$ cat config.mk
export PLATFORM = sky130hd
export DESIGN_NAME = dwt3_bank
export DESIGN_NICKNAME = d
export VERILOG_FILES = /design/src/rtl/dwt_pkg.sv /design/src/rtl/dwt_sample_store.sv /design/src/rtl/dwt_tap_mac.sv /design/src/rtl/dwt_seq_ctrl.sv /design/src/rtl/dwt3_bank.sv
export SDC_FILE = /design/constraint.sdc
export NUM_CORES = 2
export LEC_CHECK = 0
export CAP_MARGIN = 10
export CORE_UTILIZATION = 25
export CTS_CLUSTER_DIAMETER = 60
export DETAILED_ROUTE_END_ITERATION = 7
export DONT_BUFFER_PORTS = 1
export GPL_ROUTABILITY_DRIVEN = 0
export PLACE_DENSITY = 0.34
export SYNTH_ARGS = -nofsm -noshare
export SYNTH_HDL_FRONTEND = slang
export SYNTH_SLANG_ARGS = --single-unit
$ cat constraint.sdc
create_clock -name clk -period 14.7 [get_ports clk]
set_input_delay 0.735 -clock clk [delete_from_list [all_inputs] [get_ports clk]]
set_output_delay 0.735 -clock clk [all_outputs]
set_load 0.005 [all_outputs]
$ cat src/rtl/dwt_pkg.sv
`timescale 1ns/1ps
// Shared constants and types for the wavelet analysis bank.
// Assumes: Q1.14 samples and coefficients, fixed 4-tap filters.
package dwt_pkg;
    localparam int SMP_W  = 16;
    localparam int FRAC_B = 14;
    localparam int NTAP   = 4;

    typedef logic signed [SMP_W-1:0] smp_t;

    // low-pass taps, index 0 applies to the newest sample
    localparam smp_t LP_TAP [NTAP] = '{-16'sd2120, 16'sd3672, 16'sd13705, 16'sd7913};

    // high-pass tap k: mirrored low-pass tap, negated on even k
    function automatic smp_t hp_tap(input int k);
        smp_t m;
        m = LP_TAP[NTAP-1-k];
        return (k % 2 == 0) ? -m : m;
    endfunction

    typedef enum logic [2:0] {
        ST_IDLE, ST_LOAD, ST_PUSH, ST_MAC, ST_EMIT, ST_APP
    } seq_st_e;
endpackage

$ cat src/rtl/dwt_sample_store.sv
`timescale 1ns/1ps
// Circular sample store. It accepts one sample per write and shows the
// oldest PKT entries as a flat packet view. A release pulse drops them.
// Assumes: no write while a release is in progress; PKT <= DEPTH.
module dwt_sample_store #(
    parameter int DW    = 16,
    parameter int DEPTH = 12,
    parameter int PKT   = 4,
    localparam int CW   = $clog2(DEPTH + 1),
    localparam int PW   = $clog2(DEPTH)
) (
    input  logic              clk,
    input  logic              rst_n,
    input  logic              wr_en,
    input  logic [DW-1:0]     wr_data,
    input  logic              rel,
    output logic [CW-1:0]     fill,
    output logic              pkt_ready,
    output logic              has_room,
    output logic [PKT*DW-1:0] pkt_view
);
    logic [DW-1:0] mem [DEPTH];
    logic [PW-1:0] wptr;
    logic [PW-1:0] rptr;
    logic [CW-1:0] cnt;

    function automatic logic [PW-1:0] wrap_add(input logic [PW-1:0] p, input int d);
        int s;
        s = int'(p) + d;
        if (s >= DEPTH) s = s - DEPTH;
        return PW'(s);
    endfunction

    // storage write
    always_ff @(posedge clk) begin
        if (!rst_n) begin
            for (int i = 0; i < DEPTH; i++) mem[i] <= '0;
        end else if (wr_en) begin
            mem[wptr] <= wr_data;
        end
    end

    // pointers and occupancy
    always_ff @(posedge clk) begin
        if (!rst_n) begin
            wptr <= '0;
            rptr <= '0;
            cnt  <= '0;
        end else begin
            if (wr_en) wptr <= wrap_add(wptr, 1);
            if (rel)   rptr <= wrap_add(rptr, PKT);
            cnt <= cnt + CW'(wr_en) - (rel ? CW'(PKT) : '0);
        end
    end

    for (genvar i = 0; i < PKT; i++) begin : g_view
        assign pkt_view[i*DW +: DW] = mem[wrap_add(rptr, i)];
    end

    assign fill      = cnt;
    assign pkt_ready = (cnt >= CW'(PKT));
    assign has_room  = (cnt < CW'(DEPTH));
endmodule

$ cat src/rtl/dwt_tap_mac.sv
`timescale 1ns/1ps
// Shared multiply-accumulate. Each step multiplies one sample by one
// coefficient, rounds and clamps the product to DW bits, and adds it to
// the low-pass or the high-pass accumulator.
// Assumes: clr comes before each pair of sums; ACC_W > DW.
module dwt_tap_mac #(
    parameter int DW    = 16,
    parameter int FRAC  = 14,
    parameter int ACC_W = 19
) (
    input  logic                 clk,
    input  logic                 rst_n,
    input  logic                 clr,
    input  logic                 step,
    input  logic                 to_hp,
    input  logic signed [DW-1:0] smp,
    input  logic signed [DW-1:0] coef,
    output logic signed [DW-1:0] lp_out,
    output logic signed [DW-1:0] hp_out
);
    localparam int PW = 2 * DW;
    localparam logic signed [PW-1:0] HALF = {{(PW-1){1'b0}}, 1'b1} << (FRAC - 1);
    localparam logic signed [PW-1:0] PMAX = {{(DW+1){1'b0}}, {(DW-1){1'b1}}};
    localparam logic signed [PW-1:0] PMIN = {{(DW+1){1'b1}}, {(DW-1){1'b0}}};
    localparam logic signed [ACC_W-1:0] AMAX = {{(ACC_W-DW+1){1'b0}}, {(DW-1){1'b1}}};
    localparam logic signed [ACC_W-1:0] AMIN = {{(ACC_W-DW+1){1'b1}}, {(DW-1){1'b0}}};

    logic signed [PW-1:0]    prod;
    logic signed [PW-1:0]    rnd;
    logic signed [PW-1:0]    shf;
    logic signed [DW-1:0]    term;
    logic signed [ACC_W-1:0] acc_lp;
    logic signed [ACC_W-1:0] acc_hp;

    assign prod = smp * coef;
    assign rnd  = prod + HALF;
    assign shf  = rnd >>> FRAC;

    // clamp the rounded product to the sample range
    always_comb begin
        if (shf > PMAX)      term = PMAX[DW-1:0];
        else if (shf < PMIN) term = PMIN[DW-1:0];
        else                 term = shf[DW-1:0];
    end

    // accumulate into the selected sum
    always_ff @(posedge clk) begin
        if (!rst_n || clr) begin
            acc_lp <= '0;
            acc_hp <= '0;
        end else if (step) begin
            if (to_hp) acc_hp <= acc_hp + {{(ACC_W-DW){term[DW-1]}}, term};
            else       acc_lp <= acc_lp + {{(ACC_W-DW){term[DW-1]}}, term};
        end
    end

    // clamp the low-pass sum for output
    always_comb begin
        if (acc_lp > AMAX)      lp_out = AMAX[DW-1:0];
        else if (acc_lp < AMIN) lp_out = AMIN[DW-1:0];
        else                    lp_out = acc_lp[DW-1:0];
    end

    // clamp the high-pass sum for output
    always_comb begin
        if (acc_hp > AMAX)      hp_out = AMAX[DW-1:0];
        else if (acc_hp < AMIN) hp_out = AMIN[DW-1:0];
        else                    hp_out = acc_hp[DW-1:0];
    end
endmodule

$ cat src/rtl/dwt_seq_ctrl.sv
`timescale 1ns/1ps
// Sequencer for the stage tree. It takes a packet, then pushes each sample
// into stage 1. On every second push to a stage it runs 2*NTAP MAC steps
// (low-pass taps first, then high-pass) and emits the detail. It passes the
// approximation to the next stage, and on the last stage emits it too.
// Assumes: lp_res/hp_res are valid the cycle after the last MAC step.
module dwt_seq_ctrl
    import dwt_pkg::*;
#(
    parameter int DW     = SMP_W,
    parameter int PKT    = 4,
    parameter int LEVELS = 3,
    localparam int TAG_W = $clog2(LEVELS + 1)
) (
    input  logic                 clk,
    input  logic                 rst_n,
    input  logic                 pkt_ready,
    input  logic [PKT*DW-1:0]    pkt_view,
    input  logic signed [DW-1:0] lp_res,
    input  logic signed [DW-1:0] hp_res,
    output logic                 rel,
    output logic                 busy,
    output logic                 mac_clr,
    output logic                 mac_step,
    output logic                 mac_hp,
    output logic signed [DW-1:0] mac_smp,
    output logic signed [DW-1:0] mac_coef,
    output logic [LEVELS:0]      band_vld,
    output logic [TAG_W-1:0]     band_tag,
    output logic signed [DW-1:0] band_data
);
    localparam int NB   = LEVELS + 1;
    localparam int LW   = (LEVELS > 1) ? $clog2(LEVELS) : 1;
    localparam int SW   = (PKT > 1) ? $clog2(PKT) : 1;
    localparam int NMAC = 2 * NTAP;
    localparam int TW   = $clog2(NMAC);
    localparam int KW   = $clog2(NTAP);

    seq_st_e               state;
    logic [SW-1:0]         smp_idx;
    logic [LW-1:0]         lvl;
    logic [TW-1:0]         tap;
    logic [KW-1:0]         tap_k;
    logic signed [DW-1:0]  carry;
    logic signed [DW-1:0]  pkt_q [PKT];
    logic signed [DW-1:0]  push_val;
    logic                  push_en;
    logic                  last_smp;
    logic signed [DW-1:0]  lvl_tap [LEVELS];
    logic [LEVELS-1:0]     lvl_odd;

    assign push_en  = (state == ST_PUSH);
    assign push_val = (lvl == '0) ? pkt_q[smp_idx] : carry;
    assign last_smp = (smp_idx == SW'(PKT - 1));
    assign tap_k    = tap[KW-1:0];

    // one delay line and keep-phase bit per stage
    for (genvar l = 0; l < LEVELS; l++) begin : g_lvl
        logic signed [DW-1:0] hq [NTAP];
        logic                 odd_q;

        // shift a new sample into this stage's delay line
        always_ff @(posedge clk) begin
            if (!rst_n) begin
                for (int k = 0; k < NTAP; k++) hq[k] <= '0;
                odd_q <= 1'b0;
            end else if (push_en && lvl == LW'(l)) begin
                hq[0] <= push_val;
                for (int k = 1; k < NTAP; k++) hq[k] <= hq[k-1];
                odd_q <= ~odd_q;
            end
        end

        assign lvl_tap[l] = hq[tap_k];
        assign lvl_odd[l] = odd_q;
    end

    // sequencing of packets, stages and tap steps
    always_ff @(posedge clk) begin
        if (!rst_n) begin
            state     <= ST_IDLE;
            smp_idx   <= '0;
            lvl       <= '0;
            tap       <= '0;
            carry     <= '0;
            band_vld  <= '0;
            band_tag  <= '0;
            band_data <= '0;
            for (int i = 0; i < PKT; i++) pkt_q[i] <= '0;
        end else begin
            band_vld <= '0;
            unique case (state)
                ST_IDLE: begin
                    if (pkt_ready) state <= ST_LOAD;
                end
                ST_LOAD: begin
                    for (int i = 0; i < PKT; i++) pkt_q[i] <= pkt_view[i*DW +: DW];
                    smp_idx <= '0;
                    lvl     <= '0;
                    state   <= ST_PUSH;
                end
                ST_PUSH: begin
                    if (lvl_odd[lvl]) begin
                        tap   <= '0;
                        state <= ST_MAC;
                    end else if (last_smp) begin
                        state <= ST_IDLE;
                    end else begin
                        smp_idx <= smp_idx + 1'b1;
                        lvl     <= '0;
                        state   <= ST_PUSH;
                    end
                end
                ST_MAC: begin
                    tap <= tap + 1'b1;
                    if (tap == TW'(NMAC - 1)) state <= ST_EMIT;
                end
                ST_EMIT: begin
                    band_vld  <= NB'(1) << lvl;
                    band_tag  <= TAG_W'(lvl);
                    band_data <= hp_res;
                    if (lvl == LW'(LEVELS - 1)) begin
                        state <= ST_APP;
                    end else begin
                        carry <= lp_res;
                        lvl   <= lvl + 1'b1;
                        state <= ST_PUSH;
                    end
                end
                ST_APP: begin
                    band_vld  <= NB'(1) << LEVELS;
                    band_tag  <= TAG_W'(LEVELS);
                    band_data <= lp_res;
                    if (last_smp) begin
                        state <= ST_IDLE;
                    end else begin
                        smp_idx <= smp_idx + 1'b1;
                        lvl     <= '0;
                        state   <= ST_PUSH;
                    end
                end
                default: state <= ST_IDLE;
            endcase
        end
    end

    // MAC operand selection and control strobes
    always_comb begin
        rel      = (state == ST_LOAD);
        busy     = (state != ST_IDLE);
        mac_clr  = push_en;
        mac_step = (state == ST_MAC);
        mac_hp   = tap[TW-1];
        mac_smp  = lvl_tap[lvl];
        mac_coef = mac_hp ? DW'(hp_tap(int'(tap_k))) : DW'(LP_TAP[tap_k]);
    end
endmodule

$ cat src/rtl/dwt3_bank.sv
`timescale 1ns/1ps
// Three-stage wavelet analysis bank: input store, sequencer, shared MAC.
// Assumes: Q1.14 samples; results leave one per cycle at most on a shared
// bus, with a one-hot strobe and a band tag.
module dwt3_bank
    import dwt_pkg::*;
#(
    parameter int DW     = SMP_W,
    parameter int FRAC   = FRAC_B,
    parameter int DEPTH  = 12,
    parameter int PKT    = 4,
    parameter int LEVELS = 3,
    localparam int TAG_W = $clog2(LEVELS + 1)
) (
    input  logic                 clk,
    input  logic                 rst_n,
    input  logic                 in_valid,
    input  logic signed [DW-1:0] in_data,
    output logic                 in_ready,
    output logic [LEVELS:0]      band_vld,
    output logic [TAG_W-1:0]     band_tag,
    output logic signed [DW-1:0] band_data
);
    localparam int CW    = $clog2(DEPTH + 1);
    localparam int ACC_W = DW + $clog2(NTAP) + 1;

    logic [CW-1:0]        fill_w;
    logic                 pkt_rdy_w;
    logic                 room_w;
    logic [PKT*DW-1:0]    view_w;
    logic                 rel_w;
    logic                 busy_w;
    logic                 wr_w;
    logic                 clr_w;
    logic                 step_w;
    logic                 hp_w;
    logic signed [DW-1:0] smp_w;
    logic signed [DW-1:0] coef_w;
    logic signed [DW-1:0] lp_w;
    logic signed [DW-1:0] hpres_w;

    assign in_ready = !busy_w && room_w;
    assign wr_w     = in_valid && in_ready;

    dwt_sample_store #(.DW(DW), .DEPTH(DEPTH), .PKT(PKT)) store_i (
        .clk(clk), .rst_n(rst_n), .wr_en(wr_w), .wr_data(in_data),
        .rel(rel_w), .fill(fill_w), .pkt_ready(pkt_rdy_w),
        .has_room(room_w), .pkt_view(view_w)
    );

    dwt_seq_ctrl #(.DW(DW), .PKT(PKT), .LEVELS(LEVELS)) seq_i (
        .clk(clk), .rst_n(rst_n), .pkt_ready(pkt_rdy_w), .pkt_view(view_w),
        .lp_res(lp_w), .hp_res(hpres_w), .rel(rel_w), .busy(busy_w),
        .mac_clr(clr_w), .mac_step(step_w), .mac_hp(hp_w),
        .mac_smp(smp_w), .mac_coef(coef_w),
        .band_vld(band_vld), .band_tag(band_tag), .band_data(band_data)
    );

    dwt_tap_mac #(.DW(DW), .FRAC(FRAC), .ACC_W(ACC_W)) mac_i (
        .clk(clk), .rst_n(rst_n), .clr(clr_w), .step(step_w), .to_hp(hp_w),
        .smp(smp_w), .coef(coef_w), .lp_out(lp_w), .hp_out(hpres_w)
    );
endmodule

After elaboration in Yosys (flattened, before gate mapping) --
Memory sizes are Yosys's and may differ from the RTL's. A register that Yosys moved wholly into a read port is not among the register bits. Cells that the tools add are included.
Operators by class: add/subtract/negate cells 21, multiply operators 1, order comparisons 18, eq/ne operators 14, shift-type cells 1, muxes and demuxes 88, bitwise operators 24, reductions and logical operators 24
Operator list (count):
- two-way mux 16 bit | 32
- binary-select mux 16 bit (select 2 bit) | 3
- adder 19 bit | 2
- greater-than comparator 19 x 16 -> 1 bit, second input constant | 2
- < comparator 19 x 16 -> 1 bit, second input constant | 2
- adder 32 x 15 -> 32 bit, second input constant | 1
- >= comparator 32 x 3 -> 1 bit, second input constant | 1
- logical NOT 32 bit | 1
- multiplier 16 x 16 -> 32 bit | 1
- inverter 32 bit | 1
- one-hot mux 16 bit (2 select lines) | 1
- two-way mux 2 bit | 14
- two-way mux 4 bit | 7
- >= comparator 5 x 4 -> 1 bit, second input constant | 5
- subtractor 4 x 3 -> 4 bit, second input constant | 5
- greater-than comparator 18 x 16 -> 1 bit, second input constant | 1
- < comparator 18 x 16 -> 1 bit, second input constant | 1
- two-way mux 1 bit | 18
- two-way mux 3 bit | 6
- one-hot mux 3 bit (6 select lines) | 1
- negator 16 bit | 1
- bitwise OR 1 bit | 16
- OR reduction 16 bit | 1
- AND reduction 2 bit | 6
- other kinds (38) | 62
Storage, ports and cells: register bits 101, memory bits (writable) 448, input port bits 19, output and inout port bits 23, logic and storage cells 212, memories kept 5
Memories:
- store_i.mem | words 12, width 16, rd ports 4, clocked after Yosys merged registers in 0, wr ports 12, line dwt_sample_store.sv:22 | logic [DW-1:0] mem [DEPTH];
- seq_i.g_lvl[0].hq | words 4, width 16, rd ports 4, clocked after Yosys merged registers in 1, wr ports 4, line dwt_seq_ctrl.sv:59 | logic signed [DW-1:0] hq [NTAP];
- seq_i.g_lvl[1].hq | words 4, width 16, rd ports 4, clocked after Yosys merged registers in 1, wr ports 4, line dwt_seq_ctrl.sv:59
- seq_i.g_lvl[2].hq | words 4, width 16, rd ports 4, clocked after Yosys merged registers in 1, wr ports 4, line dwt_seq_ctrl.sv:59
- seq_i.pkt_q | words 4, width 16, rd ports 1, clocked after Yosys merged registers in 1, wr ports 4, line dwt_seq_ctrl.sv:45 | logic signed [DW-1:0] pkt_q [PKT];

Logic depth before layout (Yosys ltp) --
depth in word-level cells 14, depth in mapped cells 47, depth with buffers taken out 43

Modules after synthesis --
A second synthesis with hierarchy kept.
Second synthesis, totals: cells, all modules 3229, area total of the unflattened synthesis 36851.6 um^2
Modules (own cells, without submodules):
- dwt_seq_ctrl | instances 1, cells each 964, area an instance 13943.4 um^2, sequential area each 8788.4 um^2
- dwt_tap_mac | instances 1, cells each 1443, area an instance 12731.0 um^2, sequential area each 760.7 um^2
- dwt_sample_store | instances 1, cells each 820, area an instance 10162.2 um^2, sequential area each 5965.7 um^2
- dwt3_bank | instances 1, cells each 2, area an instance 15.0 um^2, sequential area each 0.0 um^2

Worst setup path after synthesis --
No wires, ideal clock.
path type register to register, from register (tool-made name), to register mac_i.acc_lp[18], setup time 0.070 ns, data arrival time 11.275 ns, required time 14.630 ns, setup slack 3.355 ns, cell stages (with the launch flop) 46, buffers on the path 5, period minus slack after synthesis 11.345 ns, cell sequence dfxtp_1 buf_4 buf_4 buf_1 mux4_2 nand2_1 a21oi_1 a21oi_1 clkbuf_1 nor2_1 fa_1 inv_1 fa_1 fa_1 fa_1 inv_1 fa_1 inv_1 (+10 left out) nor3_2 o21ai_1 a211oi_2 buf_2 o21ai_1 ha_1 fa_1 a21o_1 a21oi_1 o21ai_1 o311ai_0 o2bb2ai_1 o21ai_1 o41ai_1 o21ai_0 and3_1 or4_1 a21oi_1
RTL lines:
- end signal, assigned | line dwt_tap_mac.sv:53 | else acc_lp <= acc_lp + {{(ACC_W-DW){term[DW-1]}}, term};
- end, declared | line dwt_tap_mac.sv:32 | logic signed [ACC_W-1:0] acc_lp;

==> flow_summary.json <==
{
  "achievable-frequency_mhz": 76.7,
  "die_area_um2": 143000,
  "synth_largest_area_cell": "edfxtp_1",
  "floorplan.core_area_um2": 140000,
  "data_required_time_at_the_worst_endpoint_ns": 15.29,
  "detail_route.wl_per_cell_um": 21.3,
  "path_type_of_the_worst_min_delay_path": "input port to flip-flop",
  "postRouteWirelength_mm": 107,
  "timing.max_cap.violations": 0,
  "worst_path_arrival_ns": 13.62,
  "setup_viol": 0,
  "synthesized_cell_area_um2": 35300,
  "drive_gt1_share_pct": 9.17,
  "detailed_router_iteration_count_before_antenna_repair": 5,
  "synth_compound_gate_area_share_pct": 8.42,
  "grt_pass1_vias": 24500,
  "yosysUniqueCellTypes": 69,
  "synth_common_cells": "edfxtp_1, and2_1, inv_1, fa_1, nor2_1",
  "fin_nets": 3491,
  "detailroute.via_count": 22600,
  "yosys.area_share.simple_pct": 14.4,
  "slew_viol_final": 0,
  "grt_antenna_before_repair": 5,
  "synth.yosys.warnings": 0,
  "async_flop_share_pct": 0,
  "synth_top_family_by_area": "adder cells",
  "post_cts.repair.setup_buffers": 0,
  "grt_usage_pct": 15.4,
  "h_tree_level_count": 3,
  "clock_latency_ns": 0.66,
  "sequential_cell_area_um2": 15500,
  "count_of_flip_flops_with_a_built_in_enable_after_synthesis": 448,
  "worst-slew-pin-transition_ns": 1.12,
  "timing.final.crit_period_ns": 13.03,
  "grt_max_degree": 75,
  "number_of_placement_rows": 137,
  "remaining_drc_errors": 0,
  "worstPathBufferInverterCount": 3,
  "worst-setup-path-type": "flip-flop to flip-flop",
  "status": "complete, no violations",
  "synth.most_common_cell": "edfxtp_1",
  "synth_area_leaders": "edfxtp_1, fa_1, and2_1",
  "final-hold-violation-count": 0,
  "place.detailed.hpwl_mm": 75.9,
  "numCtsBuffers": 80,
  "initial_core_util_pct": 25.2,
  "die_height_um": 378,
  "post_synth_inst_count": 3100,
  "worstPathMaxFanout": 43,
  "endpoint_kind": "flip-flop",
  "worst_slew_margin_rel_pct": 25.0,
  "synth_area_per_cell_um2": 11.4,
  "worst_path_dominant_cell_family": "compound AO/OA/AOI/OAI gates",
  "cp_slowest_cell": "dfxtp_4",
  "cts.hold.buffers_added": 0,
  "vias_per_cell": 4.50,
  "setup_skew_after_layout_ns": 0.0399,
  "cp_common_cell": "fa_1",
  "post-route-period-util_pct": 88.6,
  "design.portCount": 42,
  "number_of_clock_sinks_seen_by_cts": 551,
  "filler_cells_inserted": 14500,
  "critical-path-max-stage-delay_ns": 0.95,
  "clk_root_buffer_cell": "clkbuf_16",
  "fin_setup_tns_ns": 0,
  "muxShareOfSynthArea_pct": 7.00,
  "xor_xnor_fraction_of_synth_area_pct": 1.41,
  "first_pass_grt_wire_length_mm": 162,
  "route.antenna.remaining_nets": 0,
  "grt.overflow.total": 0,
  "cts_repair_resize_count": 0,
  "synth_fp_nets": 3516,
  "ys_seq_elements": 551,
  "cts_tree": "built",
  "timing.critical_path.from_type": "flip-flop",
  "layout-area-overhead-vs-synth_pct": 13.7,
  "clockBufferDepth": 3,
  "die_width_um": 378,
  "drt_iter0_drc": 1184,
  "rsz0062_at_grt": "no",
  "synth_top_area_share_pct": 38.1,
  "ys_seq_area_share_pct": 44.0,
  "synth_fa_ha_area_share_pct": 19.7,
  "multiInputGateArea_um2": 18000,
  "postSynth.topFlopCell": "edfxtp_1",
  "io_port_bufs": 0,
  "clk_pin_slew_ns": 0.06
}
==> layout by cell type, fill, tap and decap left out, types with 22 or more instances in the layout <==
cell and count:
a21oi_1 128, nand2_1 193, a21o_1 23, mux2i_1 100, clkbuf_1 22, xnor2_1 41, buf_4 66, inv_1 301
nand3_1 31, a211oi_1 138, nor2b_1 77, dfxtp_1 99, fa_1 263, nor2_1 210, mux4_2 59, o21ai_0 78
clkbuf_16 83, nand2b_1 33, and2_1 366, edfxtp_1 448, ha_1 134
==> worst paths after layout <==
| check | startpoint | end | slack (ns) | depth (start not counted) |
|---|---|---|---|---|
| setup reg to reg | flip-flop | mac_i.acc_lp[18]$_SDFFE_PP0P_ | 1.67 | 38 |
| hold / removal | rst_n | store_i.fill[0]$_SDFF_PN0_ | 0.23 | 1 |
| hold reg to reg | seq_i.carry[1]$_SDFFE_PN0P_ | seq_i.carry[1]$_SDFFE_PN0P_ | 0.45 | 2 |
| setup / recovery | flip-flop | mac_i.acc_lp[18]$_SDFFE_PP0P_ | 1.67 | 38 |
==> layout make-up <==
cell class                      count  share of cell area [%]
Clock buffer                      107                    5.45
Multi-Input combinational cell   2070                    45.0
Clock inverter                     40                   0.917
Tap cell                         1876                    5.85
Timing Repair Buffer               67                    1.27
Sequential cell                   551                    38.7
Antenna cell                        3                  0.0187
Inverter                          305                    2.85
==> sequential cells by signal, summed over array words and instances, names as in the netlist, 3 cells and up, named ones only <==
register and count:
seq_i.tap 3, seq_i.pkt_q 64, seq_i.carry 16, seq_i.band_data 16, mac_i.acc_lp 19, store_i.fill 4, mac_i.acc_hp 19, store_i.mem 192
seq_i.band_vld 4, seq_i.g_lvl.hq 192, seq_i.g_lvl.odd_q 3, store_i.wptr 4, seq_i.state 3
==> metrics by stage <==
| step | instance area (um2) | std cells | setup WS [ns] | hold slack, ns | util, % |
|---|---|---|---|---|---|
| floorplan | 35300 | 3100 | 3.36 | 0.436 | - |
| global placement | 37600 | 4868 | 1.79 | 0.446 | 26.8 |
| detailed placement | 37600 | 4868 | 1.60 | 0.451 | 26.8 |
| CTS | 40100 | 5015 | 1.52 | 0.194 | 28.7 |
| global route | 40100 | 5016 | 0.505 | 0.181 | 28.7 |
| finish | 40100 | 5019 | 1.67 | 0.227 | 28.7 |
==> cell families (layout without fill, tap and decap cells) <==
group                      Yosys count  count (layout)
DFF                                551             551
xor gates and xnor gates            57              57
AOI/OAI and AO/OA                  467             467
adders and majority gates          397             397
other                                0               3
buffers and inverters              479             519
muxes                              168             168
and+or+nand+nor                    981             981
==> per-layer routing <==
layer	global-route usage, %	vias to the layer above	part of all wire [%]
met5	0	-	0
met4	4.38	0	2.3
met3	2.29	121	3.5
met2	26.1	361	49
met1	20.2	11500	45
li1	-	10600	-
Power is not shown: default switching activity piles up to over one toggle a cycle in this logic, so the estimate is an artifact.
